### src/rtl/slot_disp_pkg.sv
package slot_disp_pkg;
    typedef enum logic [1:0] {
        D_IDLE  = 2'd0,
        D_ISSUE = 2'd1,
        D_WAIT  = 2'd2,
        D_HOLD  = 2'd3
    } disp_state_e;

    typedef enum logic [1:0] {
        RES_DONE   = 2'b00,
        RES_BUSY   = 2'b01,
        RES_QUEUED = 2'b10,
        RES_RSVD   = 2'b11
    } result_e;

    localparam logic [7:0] ST_ERR   = 8'h01;
    localparam logic [7:0] ST_SEEK  = 8'h10;
    localparam logic [7:0] ST_READY = 8'h40;
    localparam int         TAG_LSB  = 3;
endpackage

### src/rtl/slot_pick.sv
module slot_pick #(
    parameter int NSLOT = 32,
    parameter int SW    = $clog2(NSLOT)
) (
    input  logic [NSLOT-1:0] req,
    output logic             any,
    output logic [SW-1:0]    idx
);
    logic [NSLOT-1:0] below;
    logic [NSLOT-1:0] first;

    assign below[0] = 1'b0;
    genvar g;
    generate
        for (g = 1; g < NSLOT; g++) begin : g_below
            assign below[g] = below[g-1] | req[g-1];
        end
        for (g = 0; g < NSLOT; g++) begin : g_first
            assign first[g] = req[g] & ~below[g];
        end
    endgenerate

    always_comb begin
        idx = '0;
        for (int i = 0; i < NSLOT; i++) begin
            if (first[i]) idx = idx | SW'(i);
        end
    end

    assign any = |req;
endmodule

### src/rtl/slot_dispatch_fsm.sv
module slot_dispatch_fsm
    import slot_disp_pkg::*;
#(
    parameter int NSLOT = 32,
    parameter int SW    = $clog2(NSLOT)
) (
    input  logic             clk,
    input  logic             rst_n,
    input  logic             port_rst,
    input  logic             start_en,
    input  logic             dev_bsy,
    input  logic             dev_drq,
    input  logic             issue_wr,
    input  logic [NSLOT-1:0] issue_wdata,
    input  logic             start_ready,
    input  logic             done_valid,
    input  logic [1:0]       done_code,
    input  logic [7:0]       done_tag_field,
    output logic [NSLOT-1:0] issue_vec,
    output logic             start_valid,
    output logic [SW-1:0]    start_slot,
    output logic [SW:0]      busy_slot,
    output logic             q_start_valid,
    output logic [SW-1:0]    q_start_tag
);
    localparam int            BW      = SW + 1;
    localparam logic [BW-1:0] NO_SLOT = '1;

    disp_state_e      state, nxt;
    logic [SW-1:0]    cur_slot;
    logic [BW-1:0]    busy_r;
    logic [NSLOT-1:0] issue_r;
    logic [NSLOT-1:0] clr_mask;
    logic             pick_any;
    logic [SW-1:0]    pick_idx;
    logic             dev_idle;
    logic             do_dispatch;
    logic             do_park;
    logic             do_release;
    logic             do_retire;
    result_e          res;

    assign res      = result_e'(done_code);
    assign dev_idle = !dev_bsy && !dev_drq;

    slot_pick #(.NSLOT(NSLOT), .SW(SW)) u_pick (
        .req (issue_r),
        .any (pick_any),
        .idx (pick_idx)
    );

    assign do_dispatch = (state == D_IDLE) && start_en && pick_any && dev_idle;
    assign do_park     = (state == D_WAIT) && done_valid && (res == RES_BUSY);
    assign do_retire   = (state == D_WAIT) && done_valid && (res != RES_BUSY);
    assign do_release  = (state == D_HOLD) && dev_idle;

    // next-state
    always_comb begin
        nxt = state;
        unique case (state)
            D_IDLE:  if (do_dispatch) nxt = D_ISSUE;
            D_ISSUE: if (start_ready) nxt = D_WAIT;
            D_WAIT:  begin
                if (do_park)        nxt = D_HOLD;
                else if (do_retire) nxt = D_IDLE;
            end
            D_HOLD:  if (do_release) nxt = D_IDLE;
            default: nxt = D_IDLE;
        endcase
    end

    // state register
    always_ff @(posedge clk or negedge rst_n) begin
        if (!rst_n)        state <= D_IDLE;
        else if (port_rst) state <= D_IDLE;
        else               state <= nxt;
    end

    // outputs
    always_comb begin
        clr_mask      = '0;
        q_start_valid = 1'b0;
        q_start_tag   = done_tag_field[TAG_LSB +: SW];
        start_valid   = 1'b0;
        unique case (state)
            D_IDLE:  ;
            D_ISSUE: start_valid = 1'b1;
            D_WAIT:  begin
                if (do_retire) clr_mask = NSLOT'(1) << cur_slot;
                if (do_retire && res == RES_QUEUED) q_start_valid = 1'b1;
            end
            D_HOLD:  if (do_release) clr_mask = NSLOT'(1) << busy_r[SW-1:0];
            default: ;
        endcase
    end

    always_ff @(posedge clk or negedge rst_n) begin
        if (!rst_n) begin
            issue_r  <= '0;
            busy_r   <= NO_SLOT;
            cur_slot <= '0;
        end else if (port_rst) begin
            issue_r  <= '0;
            busy_r   <= NO_SLOT;
            cur_slot <= '0;
        end else begin
            issue_r <= (issue_r & ~clr_mask) | (issue_wr ? issue_wdata : '0);
            if (do_dispatch) cur_slot <= pick_idx;
            if (do_park)          busy_r <= {1'b0, cur_slot};
            else if (do_release)  busy_r <= NO_SLOT;
        end
    end

    assign issue_vec  = issue_r;
    assign start_slot = cur_slot;
    assign busy_slot  = busy_r;

    // no offer follows an IDLE cycle with the device busy
    p_no_dispatch_busy_r2: assert property (@(posedge clk) disable iff (!rst_n || port_rst)
        (state == D_IDLE && !dev_idle) |=> (state != D_ISSUE));
    // an offered slot is still pending
    p_offer_pending_r1: assert property (@(posedge clk) disable iff (!rst_n)
        start_valid |-> issue_r[cur_slot]);
    // the held slot keeps its issue bit
    p_hold_pending_r3: assert property (@(posedge clk) disable iff (!rst_n)
        (state == D_HOLD) |-> (busy_r != NO_SLOT && issue_r[busy_r[SW-1:0]]));
    // release frees the busy slot
    p_release_r3: assert property (@(posedge clk) disable iff (!rst_n || port_rst)
        (state == D_HOLD && dev_idle) |=> (busy_r == NO_SLOT && state == D_IDLE));
endmodule

### src/rtl/tag_tracker.sv
module tag_tracker
    import slot_disp_pkg::*;
#(
    parameter int NSLOT = 32,
    parameter int SW    = $clog2(NSLOT)
) (
    input  logic             clk,
    input  logic             rst_n,
    input  logic             port_rst,
    input  logic             q_start_valid,
    input  logic [SW-1:0]    q_start_tag,
    input  logic             q_done_valid,
    input  logic [SW-1:0]    q_done_tag,
    input  logic             q_done_fail,
    input  logic             act_rd,
    input  logic [NSLOT-1:0] err_clr,
    output logic [NSLOT-1:0] act_vec,
    output logic [NSLOT-1:0] fin_vec,
    output logic [NSLOT-1:0] err_vec,
    output logic [NSLOT-1:0] act_rdata,
    output logic             sdb_evt,
    output logic             tag_err_evt,
    output logic [7:0]       cpl_status
);
    logic [NSLOT-1:0] act_r, fin_r, err_r;
    logic [NSLOT-1:0] set_m, done_m, act_nxt, fin_nxt, err_nxt, act_after_rd;
    logic             conflict;

    always_comb begin
        conflict     = q_start_valid && act_r[q_start_tag];
        set_m        = (q_start_valid && !conflict) ? (NSLOT'(1) << q_start_tag) : '0;
        done_m       = q_done_valid ? (NSLOT'(1) << q_done_tag) : '0;
        act_after_rd = act_rd ? (act_r & ~fin_r) : act_r;
        act_nxt      = (act_after_rd & ~done_m) | set_m;
        fin_nxt      = (act_rd ? '0 : fin_r) | done_m;
        err_nxt      = (err_r & ~err_clr) | (q_done_fail ? done_m : '0);
    end

    always_ff @(posedge clk or negedge rst_n) begin
        if (!rst_n) begin
            act_r <= '0; fin_r <= '0; err_r <= '0;
            sdb_evt <= 1'b0; tag_err_evt <= 1'b0; cpl_status <= '0;
        end else if (port_rst) begin
            act_r <= '0; fin_r <= '0; err_r <= '0;
            sdb_evt <= 1'b0; tag_err_evt <= 1'b0; cpl_status <= '0;
        end else begin
            act_r       <= act_nxt;
            fin_r       <= fin_nxt;
            err_r       <= err_nxt;
            sdb_evt     <= q_done_valid;
            tag_err_evt <= conflict;
            if (q_done_valid)
                cpl_status <= q_done_fail ? (ST_READY | ST_ERR) : (ST_READY | ST_SEEK);
        end
    end

    assign act_vec   = act_r;
    assign fin_vec   = fin_r;
    assign err_vec   = err_r;
    assign act_rdata = act_r & ~fin_r;

    // every completion yields an event and a finished bit
    p_sdb_pulse_r7: assert property (@(posedge clk) disable iff (!rst_n || port_rst)
        q_done_valid |=> (sdb_evt && fin_r[$past(q_done_tag)]));
    // an active read empties the finished vector
    p_rd_clears_r9: assert property (@(posedge clk) disable iff (!rst_n || port_rst)
        (act_rd && !q_done_valid) |=> (fin_r == '0));
    // a duplicate tag leaves the active set unchanged
    p_dup_tag_r6: assert property (@(posedge clk) disable iff (!rst_n || port_rst)
        (conflict && !q_done_valid && !act_rd) |=> (act_r == $past(act_r)));
endmodule

### src/rtl/slot_dispatch_top.sv
module slot_dispatch_top #(
    parameter int NSLOT = 32,
    parameter int SW    = $clog2(NSLOT)
) (
    input  logic             clk,
    input  logic             rst_n,
    input  logic             port_rst,
    input  logic             start_en,
    input  logic             dev_bsy,
    input  logic             dev_drq,
    input  logic             issue_wr,
    input  logic [NSLOT-1:0] issue_wdata,
    output logic [NSLOT-1:0] issue_vec,
    output logic             start_valid,
    output logic [SW-1:0]    start_slot,
    input  logic             start_ready,
    input  logic             done_valid,
    input  logic [1:0]       done_code,
    input  logic [7:0]       done_tag_field,
    input  logic             q_done_valid,
    input  logic [SW-1:0]    q_done_tag,
    input  logic             q_done_fail,
    input  logic             act_rd,
    input  logic [NSLOT-1:0] err_clr,
    output logic [NSLOT-1:0] act_vec,
    output logic [NSLOT-1:0] fin_vec,
    output logic [NSLOT-1:0] err_vec,
    output logic [NSLOT-1:0] act_rdata,
    output logic [SW:0]      busy_slot,
    output logic             sdb_evt,
    output logic             tag_err_evt,
    output logic [7:0]       cpl_status
);
    logic          q_start_valid;
    logic [SW-1:0] q_start_tag;

    slot_dispatch_fsm #(.NSLOT(NSLOT), .SW(SW)) u_fsm (
        .clk            (clk),
        .rst_n          (rst_n),
        .port_rst       (port_rst),
        .start_en       (start_en),
        .dev_bsy        (dev_bsy),
        .dev_drq        (dev_drq),
        .issue_wr       (issue_wr),
        .issue_wdata    (issue_wdata),
        .start_ready    (start_ready),
        .done_valid     (done_valid),
        .done_code      (done_code),
        .done_tag_field (done_tag_field),
        .issue_vec      (issue_vec),
        .start_valid    (start_valid),
        .start_slot     (start_slot),
        .busy_slot      (busy_slot),
        .q_start_valid  (q_start_valid),
        .q_start_tag    (q_start_tag)
    );

    tag_tracker #(.NSLOT(NSLOT), .SW(SW)) u_tags (
        .clk           (clk),
        .rst_n         (rst_n),
        .port_rst      (port_rst),
        .q_start_valid (q_start_valid),
        .q_start_tag   (q_start_tag),
        .q_done_valid  (q_done_valid),
        .q_done_tag    (q_done_tag),
        .q_done_fail   (q_done_fail),
        .act_rd        (act_rd),
        .err_clr       (err_clr),
        .act_vec       (act_vec),
        .fin_vec       (fin_vec),
        .err_vec       (err_vec),
        .act_rdata     (act_rdata),
        .sdb_evt       (sdb_evt),
        .tag_err_evt   (tag_err_evt),
        .cpl_status    (cpl_status)
    );

    // port reset empties all tracking state
    p_port_rst_r10: assert property (@(posedge clk) disable iff (!rst_n)
        port_rst |=> (issue_vec == '0 && act_vec == '0 && fin_vec == '0 && busy_slot == '1));
endmodule

### config.mk
export PLATFORM = sky130hd
export DESIGN_NAME = slot_dispatch_top
export DESIGN_NICKNAME = d
export VERILOG_FILES = /design/src/rtl/slot_disp_pkg.sv /design/src/rtl/slot_pick.sv /design/src/rtl/slot_dispatch_fsm.sv /design/src/rtl/tag_tracker.sv /design/src/rtl/slot_dispatch_top.sv
export SDC_FILE = /design/constraint.sdc
export NUM_CORES = 1
export LEC_CHECK = 0
export BUFFER_PORTS_ARGS = -buffer_cell sky130_fd_sc_hd__buf_4
export CORE_UTILIZATION = 56
export CTS_CLUSTER_DIAMETER = 200
export CTS_CLUSTER_SIZE = 8
export DETAILED_ROUTE_END_ITERATION = 10
export PLACE_DENSITY_LB_ADDON = 0.25
export SLEW_MARGIN = 5
export SYNTH_ARGS = -nofsm -noshare
export SYNTH_HDL_FRONTEND = slang
export SYNTH_HIERARCHICAL = 1
export SYNTH_SLANG_ARGS = --single-unit
### constraint.sdc
create_clock -name clk -period 4.76 [get_ports clk]
set_input_delay 0.714 -clock clk [delete_from_list [all_inputs] [get_ports clk]]
set_output_delay 0.714 -clock clk [all_outputs]
set_load 0.005 [all_outputs]
==> out/qor.txt, run 1 <==
CP startpoint - u_fsm/state[1]
minimum hold slack - 0.282 ns
endpoints failing setup - 0
floorplan core area - 0.0146 mm²
Max Buffers Root-to-Sink - 2
number of buffers created by CTS - 17
maximum ir drop on the vdd rail - 0.260 mV
Pre-antenna DRT Iters - 8
antenna violations before repair - 0
final setup skew - 0.00801 ns
aggregate global-route resource usage - 35.9%
area of the die - 0.0155 mm²
share of post-route cells with drive strength above 1 - 29.4%
Reg2Reg Launch Point - u_fsm/state[1]
Tmin final - 2.96 ns
synthesized-area fraction occupied by ao, oa, aoi and oai cells - 15.5%
run status - complete, no violations
root buffer cell - clkbuf_16
fraction of the yosys area taken by sequential cells - 43.5%
number of DRC markers in iteration 0 - 957
Layout Area Growth over Synthesis - 30.4%
worst slew slack as a fraction of its limit - 19.1%
boundary pin count - 273
library cell occupying the most area in the post-synthesis netlist - dfrtp_1
crit path DAT - 3.30 ns
adder-cell share of the synthesized area - 0%
wirelength, routed - 27800 µm
capture point of the worst path - u_tags/act_vec[1]
share of synthesized area spent on multiplexers - 2.44%
post-synthesis area per instance - 8.88 µm²
critical path start-end classification - flop to flop
diodes inserted - 0
number of synthesized flops with an enable pin - 0
die outline width - 125 µm
Gates resized, CTS repair - 0
starting density of the core - 57.7%
longest individual stage delay on the worst path - 0.77 ns
Syn Inst Count - 948
total vias in the final route - 8624
Rows - 44
sink count of the clock tree - 146
async set-reset flop share out of synthesis - 100%
cell breakdown of the critical path - nand3b_1 > nor3b_1 > nand2b_1 > nor3b_1 > nand2_1 > o22ai_1
Avg Vias per Cell - 6.36
fmax - 0.338 GHz
xor and xnor area share after synthesis - 0%
number of warnings issued by yosys - 6
number of nets in the finished design - 1250
Register-to-Register Path Depth - 6
portion of synthesized cell area occupied by the leading cell type - 41.6%
clock latency reported for the late side of the worst-skew pair - 0.42 ns
number of routed nets with antenna violations - 0
endpoint of the worst register-to-register path - u_tags/act_vec[1]
average wire per cell in the routed design - 20.5 µm
main flop type after synthesis - dfrtp_1
setup repair after global routing missed its margin - false
main combinational cell family by area after synthesis - simple AND/OR/NAND/NOR gates
wire length of the first global-routing pass - 43900 µm
H-Tree Level Count - 4
count of input and output buffers - 264
Final Power - 0.00318 W
CP max-delay cell - nor3b_1
required time of the worst setup path - 5.11 ns
max-slew violation count - 0
number of maximum-capacitance constraint violations - 0
Worst R2R Setup Slack - 1.80 ns
kind of path behind the tightest hold check - input pin to asynchronous set/reset pin
HPWL after DPL - 19300 µm
type of element launching the critical path - flop
final weighted congestion of routability-driven global placement - 0.939
post-synthesis cell type count - 68
number of global-route vias before repair - 8166
endpoint class of the critical path - flop
static leakage - 4.92 nW
crit path max fanout - 14
Area contributors post-synth - dfrtp_1 42%, nand2_1 6.4%, nor2b_1 3.6%
Core Util, Final - 75.2%
Synth Area in Simple Gates - 30.8%
clock transition time at the flip-flop clock pins of the worst setup and hold paths - 0.06 ns
Worst path most repeated cell - nor3b_1
DRC errors left - 0
clock tree from TritonCTS - built
synthesized area - 0.00841 mm²
post-synthesis sequential element count - 146
transition time at the pin with the least slew margin - 1.20 ns
die extent in y - 125 µm
grt ovf - 0
final worst-path cycle share - 62.1%
total setup buffers inserted after CTS - 0
ratio of total power to cell area - 290 mW/mm²
CTS Hold Buffers Added - 0
Setup WS post-layout - 1.80 ns
pin count of the biggest net entering global routing - 96
sum of negative setup slack - 0 ns
number of hold-slack violations in the final timing report - 0
worst slack, placed - 1.81 ns
kinds of logic (layout without fill, tap and decap cells):
family	count (synthesis)	in the layout
compound gates	185	185
flops	146	146
simple gates	451	451
mux	14	14
other cells	1	5
buf+inv	151	371
state kept, by name, summed over array words and instances (netlist names):
register,flops
u_fsm/start_slot,5
u_fsm/issue_vec,32
u_tags/fin_vec,32
u_tags/sdb_evt,1
u_fsm/busy_slot,6
u_fsm/state,2
u_tags/cpl_status,3
u_tags/tag_err_evt,1
u_tags/act_vec,32
u_tags/err_vec,32
cell usage after synthesis, types with 6 or more instances:
cell	n
a32oi_1	22
nand2_1	143
nand4b_1	31
buf_4	14
nand2b_1	17
nor4b_1	13
nor4_1	22
dfstp_2	6
a211oi_1	6
clkbuf_1	57
o31ai_1	15
inv_1	66
buf_2	6
nor2_1	53
nand4_1	10
a31oi_1	6
o41ai_1	33
nor2b_1	48
o21ai_0	21
dfrtp_1	140
a21oi_1	53
nor3_1	40
mux2i_1	7
nand3b_1	10
nand3_1	16
final cells by class:
cell class	count	area (µm²)
Multi-Input combinational cell	655	4130
Clock buffer	18	429
Sequential cell	146	3660
Inverter	66	248
Tap cell	184	230
Timing Repair Buffer	273	2050
Fill cell	1094	3620
Clock inverter	14	225
placed cells by master (no fill, tap or decap), types with 4 or more instances in the layout:
master / netlist / final
mux4_2: 5 / 5
and2_1: 5 / 5
buf_4: 14 / 272
o41ai_1: 33 / 33
dfrtp_1: 140 / 140
a21oi_1: 53 / 53
or2_2: 5 / 5
a32oi_1: 22 / 22
nand4b_1: 31 / 31
nand2_1: 143 / 143
nor4b_1: 13 / 13
nor4_1: 22 / 22
dfstp_2: 6 / 6
nor4_4: 5 / 5
nand4bb_1: 4 / 4
o21ai_0: 21 / 21
nor3_1: 40 / 40
mux2i_1: 7 / 7
inv_6: 0 / 4
nor2_1: 53 / 53
a211oi_1: 6 / 6
o21bai_1: 5 / 5
o31ai_1: 15 / 15
nand3_1: 16 / 16
clkbuf_16: 0 / 17
nand3b_1: 10 / 10
nand4_1: 10 / 10
a31oi_1: 6 / 6
nor2b_1: 48 / 46
bufinv_16: 0 / 5
nand2b_1: 17 / 17
conb_1: 1 / 5
inv_1: 66 / 66
nor4b_2: 4 / 4
report_power, final:
| part | switching [W] | total (W) | internal [W] | leakage [nW] |
|---|---|---|---|---|
| Clock | 0.000550 | 0.00149 | 0.000938 | 0.308 |
| Combinational | 0.000210 | 0.000371 | 0.000160 | 2.63 |
| Sequential | 0.0000532 | 0.00132 | 0.00127 | 1.98 |
critical path: cells and delay by family (launching register included):
kind | cells | cell delay [ns]
AO/OA/AOI/OAI | 1 | 0.16
flip-flops | 1 | 0.58
AND/OR/NAND/NOR | 5 | 2.13
per-layer routing:
| layer | part of all wire (%) | wire [µm] | GRT usage [%] |
|---|---|---|---|
| met5 | 0 | 0 | 0 |
| met2 | 44 | 12300 | 52.4 |
| met3 | 12 | 3250 | 10.4 |
| met1 | 41 | 11300 | 50.2 |
| met4 | 3.1 | 849 | 14.0 |
stage by stage:
step / area (µm²) / std cells
floorplan: 8430 / 952
finish: 11000 / 1356
detailed placement: 10300 / 1324
global route: 11000 / 1356
global placement: 10300 / 1324
CTS: 11000 / 1356
worst min path at each step:
stage	cells past startpoint	startpoint	slack, ns	to
finish	1	rst_n	0.28	u_tags/fin_vec[16]
global route	1	rst_n	0.32	u_tags/fin_vec[16]
CTS	1	rst_n	0.30	u_tags/fin_vec[16]
detailed placement	2	u_tags/err_vec[9]	0.51	u_tags/err_vec[9]
global placement	2	u_tags/cpl_status[6]	0.48	u_tags/cpl_status[6]
floorplan	0	rst_n	0.42	u_fsm/issue_vec[0]
(Power assumes the default switching activity.)
==> inputs of run 2 (changes only) <==
--- a/config.mk
+++ b/config.mk
@@ -6,7 +6,7 @@
 export NUM_CORES = 1
 export LEC_CHECK = 0
 export BUFFER_PORTS_ARGS = -buffer_cell sky130_fd_sc_hd__buf_4
-export CORE_UTILIZATION = 56
+export CORE_UTILIZATION = 52
 export CTS_CLUSTER_DIAMETER = 200
 export CTS_CLUSTER_SIZE = 8
 export DETAILED_ROUTE_END_ITERATION = 10
==> constraint.sdc (replaced) <==
create_clock -name clk -period 2.9 [get_ports clk]
set_input_delay 0.435 -clock clk [delete_from_list [all_inputs] [get_ports clk]]
set_output_delay 0.435 -clock clk [all_outputs]
set_load 0.005 [all_outputs]
==> out/qor.txt, run 2 (synthesized netlist as in run 1, its figures left out) <==
run status - complete, no violations
wirelength, routed - 28000 µm
family with the most delay on the worst path - simple AND/OR/NAND/NOR gates
HPWL after DPL - 19400 µm
maximum ir drop on the vdd rail - 0.405 mV
number of DRC markers in iteration 0 - 978
longest individual stage delay on the worst path - 0.60 ns
total vias in the final route - 8577
required time of the worst setup path - 3.24 ns
Avg Vias per Cell - 6.15
count of input and output buffers - 264
clock latency reported for the late side of the worst-skew pair - 0.43 ns
summed area of non-filler cells in the final layout - 0.0110 mm²
clock transition time at the flip-flop clock pins of the worst setup and hold paths - 0.06 ns
number of nets in the finished design - 1257
aggregate global-route resource usage - 33.4%
Pre-antenna DRT Iters - 8
fmax - 0.417 GHz
area post-placement - 0.0104 mm²
share of post-route cells with drive strength above 1 - 29.9%
H-Tree Level Count - 4
floorplan core area - 0.0158 mm²
total setup buffers inserted after CTS - 0
clock tree from TritonCTS - built
root buffer cell - clkbuf_16
CTS Hold Buffers Added - 0
Layout Area Growth over Synthesis - 30.9%
transition time at the pin with the least slew margin - 0.841 ns
DRC errors left - 0
setup repair after global routing missed its margin - false
crit path DAT - 2.74 ns
pin count of the biggest net entering global routing - 73
buffers plus inverters on the worst setup path - 1
wire length of the first global-routing pass - 42400 µm
CP max-delay cell - nor3b_1
Worst R2R Setup Slack - 0.50 ns
sum of negative setup slack - 0 ns
final worst-path cycle share - 82.7%
endpoints failing setup - 0
antenna violations before repair - 0
most frequent standard cell in the layout excluding fill and tap cells - buf_4
sink count of the clock tree - 146
static leakage - 4.94 nW
die extent in y - 129 µm
Tmin final - 2.40 ns
ratio of total power to cell area - 453 mW/mm²
type of element launching the critical path - flop
die outline width - 129 µm
critical path start-end classification - flop to flop
grt ovf - 0
max-slew violation count - 0
number of global-route vias before repair - 7718
starting density of the core - 53.2%
Worst path most repeated cell - nor3b_1
kind of path behind the tightest hold check - input pin to asynchronous set/reset pin
diodes inserted - 0
boundary pin count - 273
Reg2Reg Launch Point - u_fsm/state[1]
Register-to-Register Path Depth - 7
commonest non-fill, non-tap cells in the layout - 278 x buf_4, 143 x nand2_1, 140 x dfrtp_1, 66 x inv_1
number of maximum-capacitance constraint violations - 0
cell breakdown of the critical path - nand3b_1 > nor3b_1 > buf_4 > nand2b_1 > nor3b_1 > nand2_1 > o21ai_0
worst slew slack as a fraction of its limit - 43.8%
Max Buffers Root-to-Sink - 2
average wire per cell in the routed design - 20.1 µm
final weighted congestion of routability-driven global placement - 0.943
number of buffers created by CTS - 17
Rows - 46
number of hold-slack violations in the final timing report - 0
number of routed nets with antenna violations - 0
endpoint class of the critical path - flop
area of the die - 0.0167 mm²
endpoint of the worst register-to-register path - u_tags/act_vec[5]
Gates resized, CTS repair - 0
final setup skew - 0.00545 ns
crit path max fanout - 14
run 2: changes by cell type in the layout (fill, tap and decap cells not counted), moves of 2 or more:
| cell | previous run | this run |
|---|---|---|
| inv_6 | 4 | 1 |
| bufinv_16 | 5 | 2 |
| clkinv_2 | 0 | 2 |
| buf_4 | 272 | 278 |
| clkinv_4 | 2 | 5 |
run 2: worst max-delay path by stage:
stage | to | cells past startpoint | startpoint | slack [ns]
2_1_floorplan | u_tags/act_vec[15] | 8 | done_tag_field[4] | 0.71
3_3_place_gp | u_tags/act_vec[19] | 5 | done_tag_field[3] | 0.61
3_5_place_dp | u_tags/act_vec[27] | 5 | done_tag_field[3] | 0.51
4_1_cts | u_tags/act_vec[5] | 7 | u_fsm/state[1] | 0.56
5_1_grt | u_tags/act_vec[1] | 7 | u_fsm/state[1] | 0.40
6_report | u_tags/act_vec[5] | 7 | u_fsm/state[1] | 0.50
run 2: through the flow:
stage / util, % / hold WS, ns / cells / total power, W / setup WS (ns)
2_1_floorplan: - / 0.139 / 952 / 0.00251 / 0.706
3_3_place_gp: 65.8 / 0.480 / 1363 / 0.00279 / 0.612
3_5_place_dp: 65.8 / 0.491 / 1363 / 0.00280 / 0.510
4_1_cts: 69.6 / 0.0553 / 1395 / 0.00500 / 0.564
5_1_grt: 69.6 / 0.0609 / 1395 / 0.00516 / 0.396
6_report: 69.6 / 0.0200 / 1395 / 0.00499 / 0.501
run 2: cell type report:
cell class | count | area, µm²
clock buffer | 18 | 439
clock inverter | 14 | 156
fill | 1282 | 4810
inverter | 66 | 248
multi-input combinational | 655 | 4120
sequential | 146 | 3660
tap | 216 | 270
timing repair buffer | 280 | 2120
run 2: where the power goes:
part,switching (W),leakage [nW],internal [W]
combinational,0.000342,2.67,0.000269
sequential,0.0000858,1.98,0.00208
clock,0.000911,0.284,0.00130
run 2: worst register-to-register path: cells and delay by family, from the launching register on:
family / cells / cell delay, ns
buffers and inverters: 1 / 0.17
AO/OA/AOI/OAI: 1 / 0.19
AND/OR/NAND/NOR: 5 / 1.38
flip-flops: 1 / 0.57
run 2: routing by layer:
| metal | GRT usage, % | wire length (µm) | vias up |
|---|---|---|---|
| li1 | - | - | 3828 |
| met1 | 47.4 | 11700 | 4151 |
| met2 | 50.8 | 12800 | 544 |
| met3 | 6.40 | 2840 | 54 |
| met4 | 12.7 | 719 | 0 |
| met5 | 0 | 0 | - |
==> inputs of run 3 (changes only) <==
--- a/config.mk
+++ b/config.mk
@@ -6,7 +6,7 @@
 export NUM_CORES = 1
 export LEC_CHECK = 0
 export BUFFER_PORTS_ARGS = -buffer_cell sky130_fd_sc_hd__buf_4
-export CORE_UTILIZATION = 52
+export CORE_UTILIZATION = 47
 export CTS_CLUSTER_DIAMETER = 200
 export CTS_CLUSTER_SIZE = 8
 export DETAILED_ROUTE_END_ITERATION = 10
==> constraint.sdc (replaced) <==
create_clock -name clk -period 1.95 [get_ports clk]
set_input_delay 0.2925 -clock clk [delete_from_list [all_inputs] [get_ports clk]]
set_output_delay 0.2925 -clock clk [all_outputs]
set_load 0.005 [all_outputs]
==> out/qor.txt, run 3 (synthesized netlist as in run 1, its figures left out) <==
longest individual stage delay on the worst path - 0.56 ns
type of element launching the critical path - flop
final weighted congestion of routability-driven global placement - 0.927
crit path max fanout - 4
maximum ir drop on the vdd rail - 0.639 mV
family with the most delay on the worst path - simple AND/OR/NAND/NOR gates
grt ovf - 0
switching part of the total power - 25.6%
number of hold-slack violations in the final timing report - 0
GR Layer Usage met3 - 6.73%
wirelength, routed - 28900 µm
fmax - 0.510 GHz
Rows - 48
endpoints failing setup - 1
number of maximum-capacitance constraint violations - 0
number of nets in the finished design - 1316
required time of the worst setup path - 2.29 ns
FF/Latch Area - 0.00366 mm²
CP max-delay cell - nor3_1
most frequent standard cell in the layout excluding fill and tap cells - buf_4
fillers - 1448
diodes inserted - 0
buffers plus inverters on the worst setup path - 0
failing checks - negative setup slack
endpoint class of the critical path - flop
share of power burned in combinational logic - 13.9%
floorplan core area - 0.0174 mm²
die extent in y - 136 µm
total vias in the final route - 8783
count of input and output buffers - 264
sink count of the clock tree - 146
Pre-antenna DRT Iters - 5
run status - finished, violations left
commonest non-fill, non-tap cells in the layout - 331 x buf_4, 143 x nand2_1, 139 x dfrtp_1, 66 x inv_1, 53 x a21oi_1
Tmin final - 1.96 ns
Int Pwr - 0.00574 W
H-Tree Level Count - 4
die outline width - 136 µm
cell breakdown of the critical path - nand3b_1 > nor3b_4 > nand2_1 > nor3_1 > nand2_1 > o21ai_0
sum of negative setup slack - -0.00961 ns
met2 Use GR - 47.3%
HPWL after DPL - 21100 µm
clock latency reported for the late side of the worst-skew pair - 0.43 ns
number of routed nets with antenna violations - 0
starting density of the core - 48.3%
Worst path most repeated cell - nand2_1
GR peak layer - met2
setup repair after global routing missed its margin - false
crit path DAT - 2.30 ns
Setup WS post-layout - -0.00961 ns
number of global-route vias before repair - 8143
multi-input gate area in the final layout - 0.00419 mm²
area of the die - 0.0184 mm²
Layout Area Growth over Synthesis - 37.9%
final setup skew - 0.00912 ns
clock transition time at the flip-flop clock pins of the worst setup and hold paths - 0.06 ns
wire length of the first global-routing pass - 44000 µm
ratio of total power to cell area - 665 mW/mm²
share of post-route cells with drive strength above 1 - 33.6%
Max Buffers Root-to-Sink - 2
kind of path behind the tightest hold check - input pin to flop
DRC errors left - 0
number of placed cells counting well taps - 1428
boundary pin count - 273
sequential share of power - 41.4%
power share of the clock group - 44.8%
Avg Vias per Cell - 6.00
clock tree from TritonCTS - built
number of DRC markers in iteration 0 - 1022
static leakage - 5.28 nW
number of buffers created by CTS - 17
worst slack, placed - -0.0358 ns
root buffer cell - clkbuf_16
critical path start-end classification - flop to flop
pin count of the biggest net entering global routing - 46
worst slew slack as a fraction of its limit - 52.8%
antenna violations before repair - 0
number of standard cells in the layout, taps in and fillers out - 1463
switching power - 0.00197 W
transition time at the pin with the least slew margin - 0.703 ns
final worst-path cycle share - 100%
Global Route met1 Usage - 43.6%
aggregate global-route resource usage - 31.4%
average wire per cell in the routed design - 19.8 µm
minimum hold slack - 0.0568 ns
max-slew violation count - 0
## run 3: metal layers
metal  share of wire, %  routed length, µm  up-vias
met5                  0                  0        -
met4                3.3                955        0
met3                 10               2930       72
met2                 45              13000      532
met1                 41              12000     4227
li1                   -                  -     3952
## run 3: power by group through the flow
| stage | registers [W] | clock network, W | logic (W) |
|---|---|---|---|
| after floorplan | 0.00325 | 0 | 0.000474 |
| after global placement | 0.00324 | 0 | 0.00102 |
| after detailed placement | 0.00324 | 0 | 0.00104 |
| after CTS | 0.00319 | 0.00350 | 0.00105 |
| after global routing | 0.00320 | 0.00363 | 0.00115 |
| final | 0.00319 | 0.00345 | 0.00107 |
## run 3: path summary, 6_finish.rpt
path                       slack (ns)  cells after the start            startpoint                   end
setup / recovery                -0.01                      6        u_fsm/state[0]    u_tags/act_vec[18]
hold / removal                   0.06                      3       issue_wdata[15]   u_fsm/issue_vec[15]
setup reg to reg                -0.01                      6        u_fsm/state[0]    u_tags/act_vec[18]
hold reg to reg                  0.52                      2  u_tags/cpl_status[6]  u_tags/cpl_status[6]
max in group asynchronous        0.92                      3                 rst_n    u_fsm/busy_slot[0]
min in group asynchronous        0.38                      2                 rst_n    u_tags/fin_vec[23]
## run 3: worst min-delay path: stages
cell and delay (ns):
buf_4 0.07, nand2_1 0.04, o41ai_1 0.05
## run 3: stage by stage
step	area, µm²	util (%)	power [W]
floorplan	8440	-	0.00373
global placement	10900	62.6	0.00426
detailed placement	10900	62.6	0.00428
CTS	11500	66.2	0.00774
global route	11600	66.6	0.00798
finish	11600	66.6	0.00771
## run 3: cell type report
class / instances / area share (%)
Sequential cell: 146 / 31.6
Multi-Input combinational cell: 656 / 36.1
Tap cell: 225 / 2.43
Timing Repair Buffer: 338 / 22.5
Inverter: 66 / 2.14
Clock inverter: 12 / 1.56
Clock buffer: 20 / 3.76
## run 3: repair_timing
action                                  4_1_cts  5_1_grt
hold buffers                                  1        0
endpoints found under the setup margin        0       24
buffers inserted                              0        1
endpoints found under the hold margin        41        0
resized for setup                             0        9
